`config.mk`:
```
export PLATFORM = sky130hd
export DESIGN_NAME = trim_tick_gen
export DESIGN_NICKNAME = d
export VERILOG_FILES = /design/src/rtl/ttg_pkg.sv /design/src/rtl/trim_interval_ctl.sv /design/src/rtl/tick_period_gen.sv /design/src/rtl/trim_tick_gen.sv
export SDC_FILE = /design/constraint.sdc
export NUM_CORES = 1
export LEC_CHECK = 0
export ABC_AREA = 1
export BUFFER_PORTS_ARGS = -buffer_cell sky130_fd_sc_hd__buf_2
export CAP_MARGIN = 20
export CELL_PAD_IN_SITES_DETAIL_PLACEMENT = 1
export CELL_PAD_IN_SITES_GLOBAL_PLACEMENT = 1
export CORE_UTILIZATION = 45
export CTS_CLUSTER_DIAMETER = 80
export CTS_CLUSTER_SIZE = 16
export DETAILED_ROUTE_END_ITERATION = 10
export PLACE_DENSITY_LB_ADDON = 0.1
export SYNTH_ARGS = -nofsm -noshare
export SYNTH_HDL_FRONTEND = slang
export SYNTH_SLANG_ARGS = --single-unit
```
`constraint.sdc`:
```
create_clock -name clk -period 5.9 [get_ports clk]
set_input_delay 0 -clock clk [delete_from_list [all_inputs] [get_ports clk]]
set_output_delay 0 -clock clk [all_outputs]
set_load 0.01 [all_outputs]
```
`src/rtl/ttg_pkg.sv`:
```
package ttg_pkg;

    // How far the period counter advances on one input cycle.
    typedef enum logic [1:0] {
        STEP_HOLD = 2'd0,
        STEP_ONE  = 2'd1,
        STEP_SKIP = 2'd2
    } step_e;

    function automatic step_e trim_step(input logic evt, input logic fast);
        if (!evt)      return STEP_ONE;
        else if (fast) return STEP_SKIP;
        else           return STEP_HOLD;
    endfunction

endpackage

```
`src/rtl/trim_interval_ctl.sv`:
```
module trim_interval_ctl #(
    parameter int TRIM_W    = 12,
    parameter int MAX_PPM   = 1000,
    parameter int PPM_SCALE = 1000000,
    localparam int MW = $clog2(MAX_PPM + 1),
    localparam int QW = $clog2(PPM_SCALE + 1)
) (
    input  logic                     clk,
    input  logic                     rst,
    input  logic signed [TRIM_W-1:0] trim_i,
    output logic                     evt_o,
    output logic                     fast_o,
    output logic [QW-1:0]            interval_o,
    output logic                     ready_o
);
    localparam int IXW = $clog2(QW);
    localparam logic [QW-1:0] SCALE_V = QW'(PPM_SCALE);

    typedef struct packed {
        logic           en;
        logic           fast;
        logic [MW-1:0]  mag;
        logic [MW:0]    rem;
        logic [QW-1:0]  quo;
        logic [IXW-1:0] idx;
        logic           busy;
        logic           ready;
        logic [QW-1:0]  tcnt;
    } ctl_t;

    ctl_t cur_q, nxt_d, init_d;

    logic [TRIM_W:0] ext, absv;
    logic [MW+1:0]   trial;
    logic            hit;

    // Capture value presented while reset is held.
    always_comb begin
        ext  = {trim_i[TRIM_W-1], trim_i};
        absv = trim_i[TRIM_W-1] ? (~ext + (TRIM_W+1)'(1)) : ext;
        init_d       = '0;
        init_d.mag   = (absv > (TRIM_W+1)'(MAX_PPM)) ? MW'(MAX_PPM) : MW'(absv);
        init_d.en    = (absv != '0);
        init_d.fast  = ~trim_i[TRIM_W-1];
        init_d.idx   = IXW'(QW - 1);
        init_d.busy  = (absv != '0);
    end

    always_comb begin
        nxt_d = cur_q;
        trial = {cur_q.rem, SCALE_V[cur_q.idx]};
        hit   = cur_q.en && cur_q.ready && (cur_q.tcnt >= cur_q.quo - QW'(1));

        // Restoring division, one quotient bit per cycle, MSB first.
        if (cur_q.busy) begin
            if (trial >= {2'b00, cur_q.mag}) begin
                nxt_d.rem = (MW+1)'(trial - {2'b00, cur_q.mag});
                nxt_d.quo[cur_q.idx] = 1'b1;
            end else begin
                nxt_d.rem = (MW+1)'(trial);
            end
            if (cur_q.idx == '0) begin
                nxt_d.busy  = 1'b0;
                nxt_d.ready = 1'b1;
            end else begin
                nxt_d.idx = cur_q.idx - IXW'(1);
            end
        end

        // Trim interval counter, running from the first edge after reset.
        if (cur_q.en) begin
            nxt_d.tcnt = hit ? '0 : cur_q.tcnt + QW'(1);
        end
    end

    always_ff @(posedge clk) begin
        if (rst) cur_q <= init_d;
        else     cur_q <= nxt_d;
    end

    assign evt_o      = hit;
    assign fast_o     = cur_q.fast;
    assign interval_o = cur_q.quo;
    assign ready_o    = cur_q.ready;

endmodule

```
`src/rtl/tick_period_gen.sv`:
```
module tick_period_gen
    import ttg_pkg::*;
#(
    parameter int CLK_HZ  = 32768,
    parameter int TICK_HZ = 10
) (
    input  logic clk,
    input  logic rst,
    input  logic evt_i,
    input  logic fast_i,
    output logic tick_o,
    output logic corr_o
);
    localparam int BASE = CLK_HZ / TICK_HZ;
    localparam int REM  = CLK_HZ % TICK_HZ;
    localparam int CW   = $clog2(BASE + 2);
    localparam int AW   = $clog2(2 * TICK_HZ);

    typedef struct packed {
        logic [CW-1:0] cnt;
        logic [AW-1:0] acc;
        logic          adj;
        logic          tick;
        logic          corr;
    } per_t;

    per_t  cur_q, nxt_d;
    step_e step;
    logic  done, leftover, longp;
    logic [AW-1:0] sum;
    logic [CW-1:0] len;

    always_comb begin
        nxt_d    = cur_q;
        step     = trim_step(evt_i, fast_i);
        done     = CW'(step) > cur_q.cnt;
        leftover = (cur_q.cnt == '0) && (step == STEP_SKIP);
        sum      = cur_q.acc + AW'(REM);
        longp    = sum >= AW'(TICK_HZ);
        len      = CW'(BASE) + CW'(longp);

        if (done) begin
            nxt_d.acc  = longp ? sum - AW'(TICK_HZ) : sum;
            nxt_d.cnt  = len - CW'(1) - CW'(leftover);
            nxt_d.tick = 1'b1;
            nxt_d.corr = cur_q.adj | (evt_i & ~leftover);
            nxt_d.adj  = leftover;
        end else begin
            nxt_d.cnt  = cur_q.cnt - CW'(step);
            nxt_d.adj  = cur_q.adj | evt_i;
            nxt_d.tick = 1'b0;
            nxt_d.corr = 1'b0;
        end
    end

    always_ff @(posedge clk) begin
        if (rst) begin
            cur_q      <= '0;
            cur_q.cnt  <= CW'(BASE - 1);
        end else begin
            cur_q <= nxt_d;
        end
    end

    assign tick_o = cur_q.tick;
    assign corr_o = cur_q.corr;

endmodule

```
`src/rtl/trim_tick_gen.sv`:
```
module trim_tick_gen #(
    parameter int CLK_HZ    = 32768,
    parameter int TICK_HZ   = 10,
    parameter int TRIM_W    = 12,
    parameter int MAX_PPM   = 1000,
    parameter int PPM_SCALE = 1000000
) (
    input  logic                     clk,
    input  logic                     rst,
    input  logic signed [TRIM_W-1:0] trim_i,
    output logic                     tick_o,
    output logic                     corr_o
);
    localparam int IVL_W = $clog2(PPM_SCALE + 1);

    logic             trim_ovf;
    logic             trim_fast;
    logic [IVL_W-1:0] interval;
    logic             interval_ready;

    trim_interval_ctl #(
        .TRIM_W   (TRIM_W),
        .MAX_PPM  (MAX_PPM),
        .PPM_SCALE(PPM_SCALE)
    ) u_ctl (
        .clk       (clk),
        .rst       (rst),
        .trim_i    (trim_i),
        .evt_o     (trim_ovf),
        .fast_o    (trim_fast),
        .interval_o(interval),
        .ready_o   (interval_ready)
    );

    tick_period_gen #(
        .CLK_HZ (CLK_HZ),
        .TICK_HZ(TICK_HZ)
    ) u_per (
        .clk   (clk),
        .rst   (rst),
        .evt_i (trim_ovf),
        .fast_i(trim_fast),
        .tick_o(tick_o),
        .corr_o(corr_o)
    );

endmodule

```
; ---- Word-level counts from Yosys, hierarchy flattened
; Memories as Yosys holds them, arrays and structs flattened. A register that Yosys moved wholly into a read port is not among the register bits.
; Cells that the tools add are included.
[classes]
add_sub_neg = 11
n_mul = 0
div = 0
order_cmp = 7
eq_ne = 1
shifts = 0
n_mux = 17
bitwise = 9
reduce_logical = 11
[ops]
columns = cell, count
row1 = $mux W20, 2
row2 = $mux W22, 1
row3 = $add A20 B1 Y20 const B, 1
row4 = $ge A20 B20 Y1, 1
row5 = $or A20 B20 Y20, 1
row6 = $sub A20 B1 Y20 const B, 1
row7 = $mux W5, 3
row8 = $add A13 B1 Y13 const B, 1
row9 = $gt A13 B10 Y1 const B, 1
row10 = $mux W13, 1
row11 = $not A13 Y13, 1
row12 = $reduce_bool A13 Y1, 1
row13 = $add A11 B2 Y12 const A, 1
row14 = $ge A12 B10 Y1, 1
row15 = $gt A2 B12 Y1, 1
row16 = $logic_not A12 Y1, 1
row17 = $mux W12, 1
row18 = $sub A12 B1 Y12, 1
row19 = $sub A12 B1 Y12 const B, 1
row20 = $sub A12 B2 Y12, 1
row21 = $mux W11, 1
row22 = $sub A11 B10 Y11, 1
row23 = $mux W2, 4
row24 = $lt A5 B6 Y1 const B, 1
row25 = 16 further kinds, 26
[totals]
ff_bits = 90
latch_bits = 0
mem_bits_rw = 0
mem_bits_ro = 32
input_bits = 14
output_inout_bits = 2
wordCells = 71
memories = 1
[memory_table]
columns = name, words, word_bits, rd, rd_ports_with_merged_regs, write_ports, line
row1 = (name not given), 32, 1, 1, 1, 0, trim_interval_ctl.sv:51  ; trial = {cur_q.rem, SCALE_V[cur_q.idx]};

; ---- Logic depth before layout (Yosys ltp)
[logic_depth]
depth_word = 10
mapped_depth = 25

; ---- Hierarchy
; From an unflattened synthesis, not the netlist that was laid out.
[unflattened]
hier_cells = 942
hier_area_um2 = 6356.1
[by_module_without_submodules]
columns = module, instances, cells_each, area_per_inst_um2
row1 = trim_interval_ctl, 1, 785, 5255.0
row2 = tick_period_gen, 1, 157, 1101.1

; ---- Least setup slack after synthesis
; Ideal clock, no wire load.
[synth_path]
path_type = reg2reg
from = reg u_ctl.cur_q (netlist bit u_ctl.interval_o[2])
to = reg u_per.cur_q[14] in the netlist's numbering
setup_time_ns = 0.123
t_arrival_ns = 3.656
required_time_ns = 5.777
path_slack_ns = 2.120
path_stages_with_launch = 25
path_buffers = 0
cell_sequence = dfxtp_1 inv_1 nand3_1 nor3_2 nand2_1 nor3_2 nand3_1 xor2_1 ha_1 nand2_1 nor2_1 nand2_1 nor2_1 nand2_1 nand4_1 nand2_2 inv_1 nand2_1 fa_1 nor3_1 inv_1 or2_2 nor2_1 xnor2_1 nand2_1
[synth_via]
elab_chain_len = 8
[synth_lines]
columns = item, line
row1 = "start, declared", trim_interval_ctl.sv:31  ; ctl_t cur_q, nxt_d, init_d;
row2 = "start signal, assigned", trim_interval_ctl.sv:77  ; if (rst) cur_q <= init_d;
row3 = "start signal, assigned", trim_interval_ctl.sv:78  ; else cur_q <= nxt_d;
row4 = $sub A20 B1 Y20 (*), trim_interval_ctl.sv:52  ; hit = cur_q.en && cur_q.ready && (cur_q.tcnt >= cur_q.quo - QW'(1));
row5 = $ge A20 B20 Y1 (*), trim_interval_ctl.sv:52
row6 = $logic_and A1 B1 Y1 (*), trim_interval_ctl.sv:52
row7 = $mux W2 (*), ttg_pkg.sv:11  ; if (!evt) return STEP_ONE;
row8 = $eq A2 B2 Y1, tick_period_gen.sv:37  ; leftover = (cur_q.cnt == '0) && (step == STEP_SKIP);
row9 = $logic_and A1 B1 Y1, tick_period_gen.sv:37
row10 = $sub A12 B1 Y12, tick_period_gen.sv:44  ; nxt_d.cnt = len - CW'(1) - CW'(leftover);
row11 = $mux W12 (*), tick_period_gen.sv:42  ; if (done) begin
row12 = "end signal, assigned", tick_period_gen.sv:61  ; cur_q <= nxt_d;
row13 = "end, declared", tick_period_gen.sv:27  ; per_t cur_q, nxt_d;
; Every way passes the cells marked *; elsewhere a longest branch is shown, timed or not.
; A chain may end at the register's enable or synchronous reset.

; ---- Final worst setup path
[layout_path]
from = reg u_ctl.cur_q (netlist bit u_ctl.interval_o[0])
to = reg u_per.cur_q[14] in the netlist's numbering
; Same word-level chain as after synthesis.

==> flow_metrics.py <==
metrics = {
    "status": {
        "outcome": "finished, final reports clean",
    },
    "logic_synthesis": {
        "yosysSeqAreaShare": 0.332,
        "synth_nets": 869,
        "synth-seq-cells": 90,
        "synth_warnings": 0,
        "syn_inst": 810,
        "synthDistinctLibCells": 43,
        "netlist_area_um2": 5780,
        "syn_area_per_cell_um2": 7.14,
    },
    "die": {
        "die_area_um2": 13300,
        "rows": 41,
        "die_y_um": 115,
        "die_w_um": 115,
        "io-pin-count": 16,
        "initial_core_util": 0.460,
        "core_area_um2": 12600,
    },
    "clock_tree": {
        "cts_hold_buf": 0,
        "cts-root-buf": "clkbuf_16",
        "cts_sinks": 90,
        "clk_pin_slew_ns": 0.07,
        "cts-htree-levels": 3,
        "clk_latency_ns": 0.35,
        "post_cts_buffers": 0,
        "cts_tree": "yes",
        "cts_made_buffers": 9,
        "cts_buffer_depth": 2,
        "cts_resized": 0,
    },
    "sta": {
        "relSlewSlack": 0.594,
        "finalClockSkew_ns": 0.00754,
        "setup_ws_ns": 1.56,
        "setup_viol": 0,
        "hold_viol_final": 0,
        "period_needed_ns": 4.34,
        "drv_slew": 0,
        "tightest_slew_ns": 0.609,
        "fin_crit_sh": 0.735,
        "rsz0062_at_grt": "no",
        "setup_tns_ns": 0,
        "fmax_mhz": 230,
    },
    "setup_path": {
        "crit_family": "simple AND/OR/NAND/NOR gates",
        "crit_arrival_ns": 4.57,
        "start_kind": "register",
        "reg2reg_slack_ns": 1.56,
        "crit_fanout": 6,
        "crit_required_ns": 6.13,
        "reg2reg_depth": 24,
        "r2r-start": "u_ctl.interval_o[0]$_SDFFE_PP0P_",
        "timing.critical_path.to_type": "register",
        "crit_top_cell": "nand2_1",
        "max_stage_delay_ns": 0.47,
        "critPathBufInv": 3,
        "slowest_stage": "fa_1",
        "worst_r2r_endpoint": "u_per.cur_q[14]$_SDFF_PP1_",
        "path_class": "register to register",
        "path_cells": "inv_1 -> nand3_1 -> nor3_2 -> nand2_1 -> nor3_2 -> nand3_1 -> xor2_1 -> ha_1 -> nand2_1 -> nor2_1 -> nand2_1 -> nor2_1 -> nand2_1 -> nand4_1 -> nand2_2 -> inv_1 -> nand2_1 -> fa_1 -> nor3_1 -> inv_1 -> or2_2 -> nor2_1 -> xnor2_1 -> nand2_1",
    },
    "global_routing": {
        "grt_pass1_wl_um": 24900,
        "antenna_found_initial": 0,
        "grt_max_degree": 50,
        "grt_overflow": 0,
        "grt_pass1_vias": 5378,
        "grt.total_usage": 0.238,
    },
    "job": {
        "maxCapViolCount": 0,
    },
    "detailed_routing": {
        "drtIter0Drc": 181,
        "ant_nets": 0,
        "wirelength_um": 14300,
        "vias": 5118,
        "drc_errors": 0,
        "dr.pass1.iters": 4,
        "wire_per_inst_um": 14.3,
        "vias_per_cell": 5.11,
    },
    "final_layout": {
        "drive_above_1_share": 0.0772,
        "seqCellArea_um2": 1920,
        "layout.nets": 883,
        "area_growth_syn_to_layout_pct": 8.09,
        "multi_input_area_um2": 3200,
        "layout_commonest_cell": "nand2_1",
        "final_cell_mix": "163 x nand2_1, 133 x inv_1, 89 x nor2_1",
        "diodes": 0,
        "fill_cells": 1636,
    },
    "power_and_ir_drop": {
        "p_leak_nw": 3.03,
        "cellPowerDensity_nw_per_um2": 290,
        "ir_drop_mv": 0.219,
    },
    "worst_hold_path": {
        "hp-start": "trim_i[0]",
        "holdPathStages": 3,
        "holdPathEnd": "u_ctl.cur_q[58]$_SDFFCE_PN0P_",
        "hold_path_class": "primary input to register",
    },
    "placement": {
        "dp_hpwl_um": 11300,
        "numPortBuffers": 15,
        "dpl_worst_slack_ns": 1.53,
        "place.gp.congestion": 0.842,
    },
}
Yosys cell counts (all sizes together):
master / n / area [um^2]
a21o: 2 / 15.0
nand3b: 7 / 52.6
or2: 2 / 12.5
ha: 43 / 538
xnor2: 4 / 35.0
buf: 8 / 82.6
o21bai: 2 / 15.0
fa: 2 / 40.0
inv: 137 / 514
o21a: 1 / 7.51
o211ai: 2 / 15.0
dlygate4sd1: 1 / 8.76
dfxtp: 78 / 1560
nand2: 173 / 693
nand4: 25 / 156
clkbuf: 5 / 48.8
nor2: 95 / 382
a31oi: 4 / 25.0
a21oi: 56 / 288
o22ai: 2 / 12.5
clkinv: 1 / 3.75
nor4: 2 / 12.5
nor3: 23 / 130
edfxtp: 12 / 360
o21ai: 29 / 153
nand3: 57 / 295
xor2: 37 / 324
per-layer routing:
layer  GRT usage  wire length, um  up-vias
li1            -                -     2631
met1       0.280             6430     2432
met2       0.432             7350       35
met3      0.0490              261       20
met4      0.0727              288        0
met5           0                0        -
kinds of logic (layout without fill, tap and decap cells):
kind of cell | Yosys count | in the layout | share of synthesized area
compound gates | 98 | 98 | 0.0918
fa+ha+maj | 45 | 45 | 0.100
simple gates | 384 | 384 | 0.300
xor+xnor | 41 | 41 | 0.0621
buf+inv | 152 | 171 | 0.114
flops | 90 | 90 | 0.332
flip-flops by register name, summed over array words and instances (netlist names):
register,flops
u_ctl.cur_q,48
u_ctl.interval_o,20
u_per.cur_q,17
u_ctl.fast_o,1
u_ctl.ready_o,1
u_ctl.trial,1
u_per.corr_o,1
u_per.tick_o,1
layout make-up:
type | count | share of cell area
Timing Repair Buffer | 17 | 0.0144
Clock buffer | 9 | 0.0360
Multi-Input combinational cell | 568 | 0.512
Tap cell | 172 | 0.0344
Clock inverter | 7 | 0.0124
Inverter | 138 | 0.0829
Sequential cell | 90 | 0.308
metrics by stage:
step           utilization  std cells  power, mW  hold WS (ns)  instance area [um^2]
6_report             0.497       1001       1.81        0.0380                  6250
5_1_grt              0.497       1001       1.94        0.0926                  6250
4_1_cts              0.497       1001       1.84        0.0321                  6250
3_5_place_dp         0.473        985       1.24         0.398                  5950
3_3_place_gp         0.473        985       1.22         0.388                  5950
2_1_floorplan            -        810       1.16         0.112                  5780
power breakdown:
group	total (mW)	leakage, nW	internal (mW)	switching (mW)
Clock	0.589	0.146	0.332	0.257
Sequential	0.707	0.752	0.669	0.0382
Combinational	0.518	2.13	0.176	0.342
Total	1.81	3.03	1.18	0.638
worst reg2reg max path, stage by stage, from the launching register on:
cell and delay (ns):
dfxtp_1 0.30, inv_1 0.12, nand3_1 0.14, nor3_2 0.28, nand2_1 0.18, nor3_2 0.19, nand3_1 0.12, xor2_1 0.17
ha_1 0.30, nand2_1 0.08, nor2_1 0.19, nand2_1 0.12, nor2_1 0.12, nand2_1 0.06, nand4_1 0.12, nand2_2 0.12
inv_1 0.13, nand2_1 0.11, fa_1 0.47, nor3_1 0.21, inv_1 0.09, or2_2 0.29, nor2_1 0.14, xnor2_1 0.14
nand2_1 0.06
how the worst max path moves through the flow:
stage / start / endpoint / depth (start not counted)
global route: u_ctl.interval_o[0]$_SDFFE_PP0P_ / u_per.cur_q[14]$_SDFF_PP1_ / 24
global placement: u_ctl.interval_o[2]$_SDFFE_PP0P_ / u_per.cur_q[14]$_SDFF_PP1_ / 24
detailed placement: u_ctl.interval_o[0]$_SDFFE_PP0P_ / u_per.cur_q[14]$_SDFF_PP1_ / 25
finish: u_ctl.interval_o[0]$_SDFFE_PP0P_ / u_per.cur_q[14]$_SDFF_PP1_ / 24
floorplan: u_ctl.interval_o[2]$_SDFFE_PP0P_ / u_per.cur_q[14]$_SDFF_PP1_ / 24
CTS: u_ctl.interval_o[0]$_SDFFE_PP0P_ / u_per.cur_q[14]$_SDFF_PP1_ / 24
Note: power is estimated with default switching activity, not from simulation.
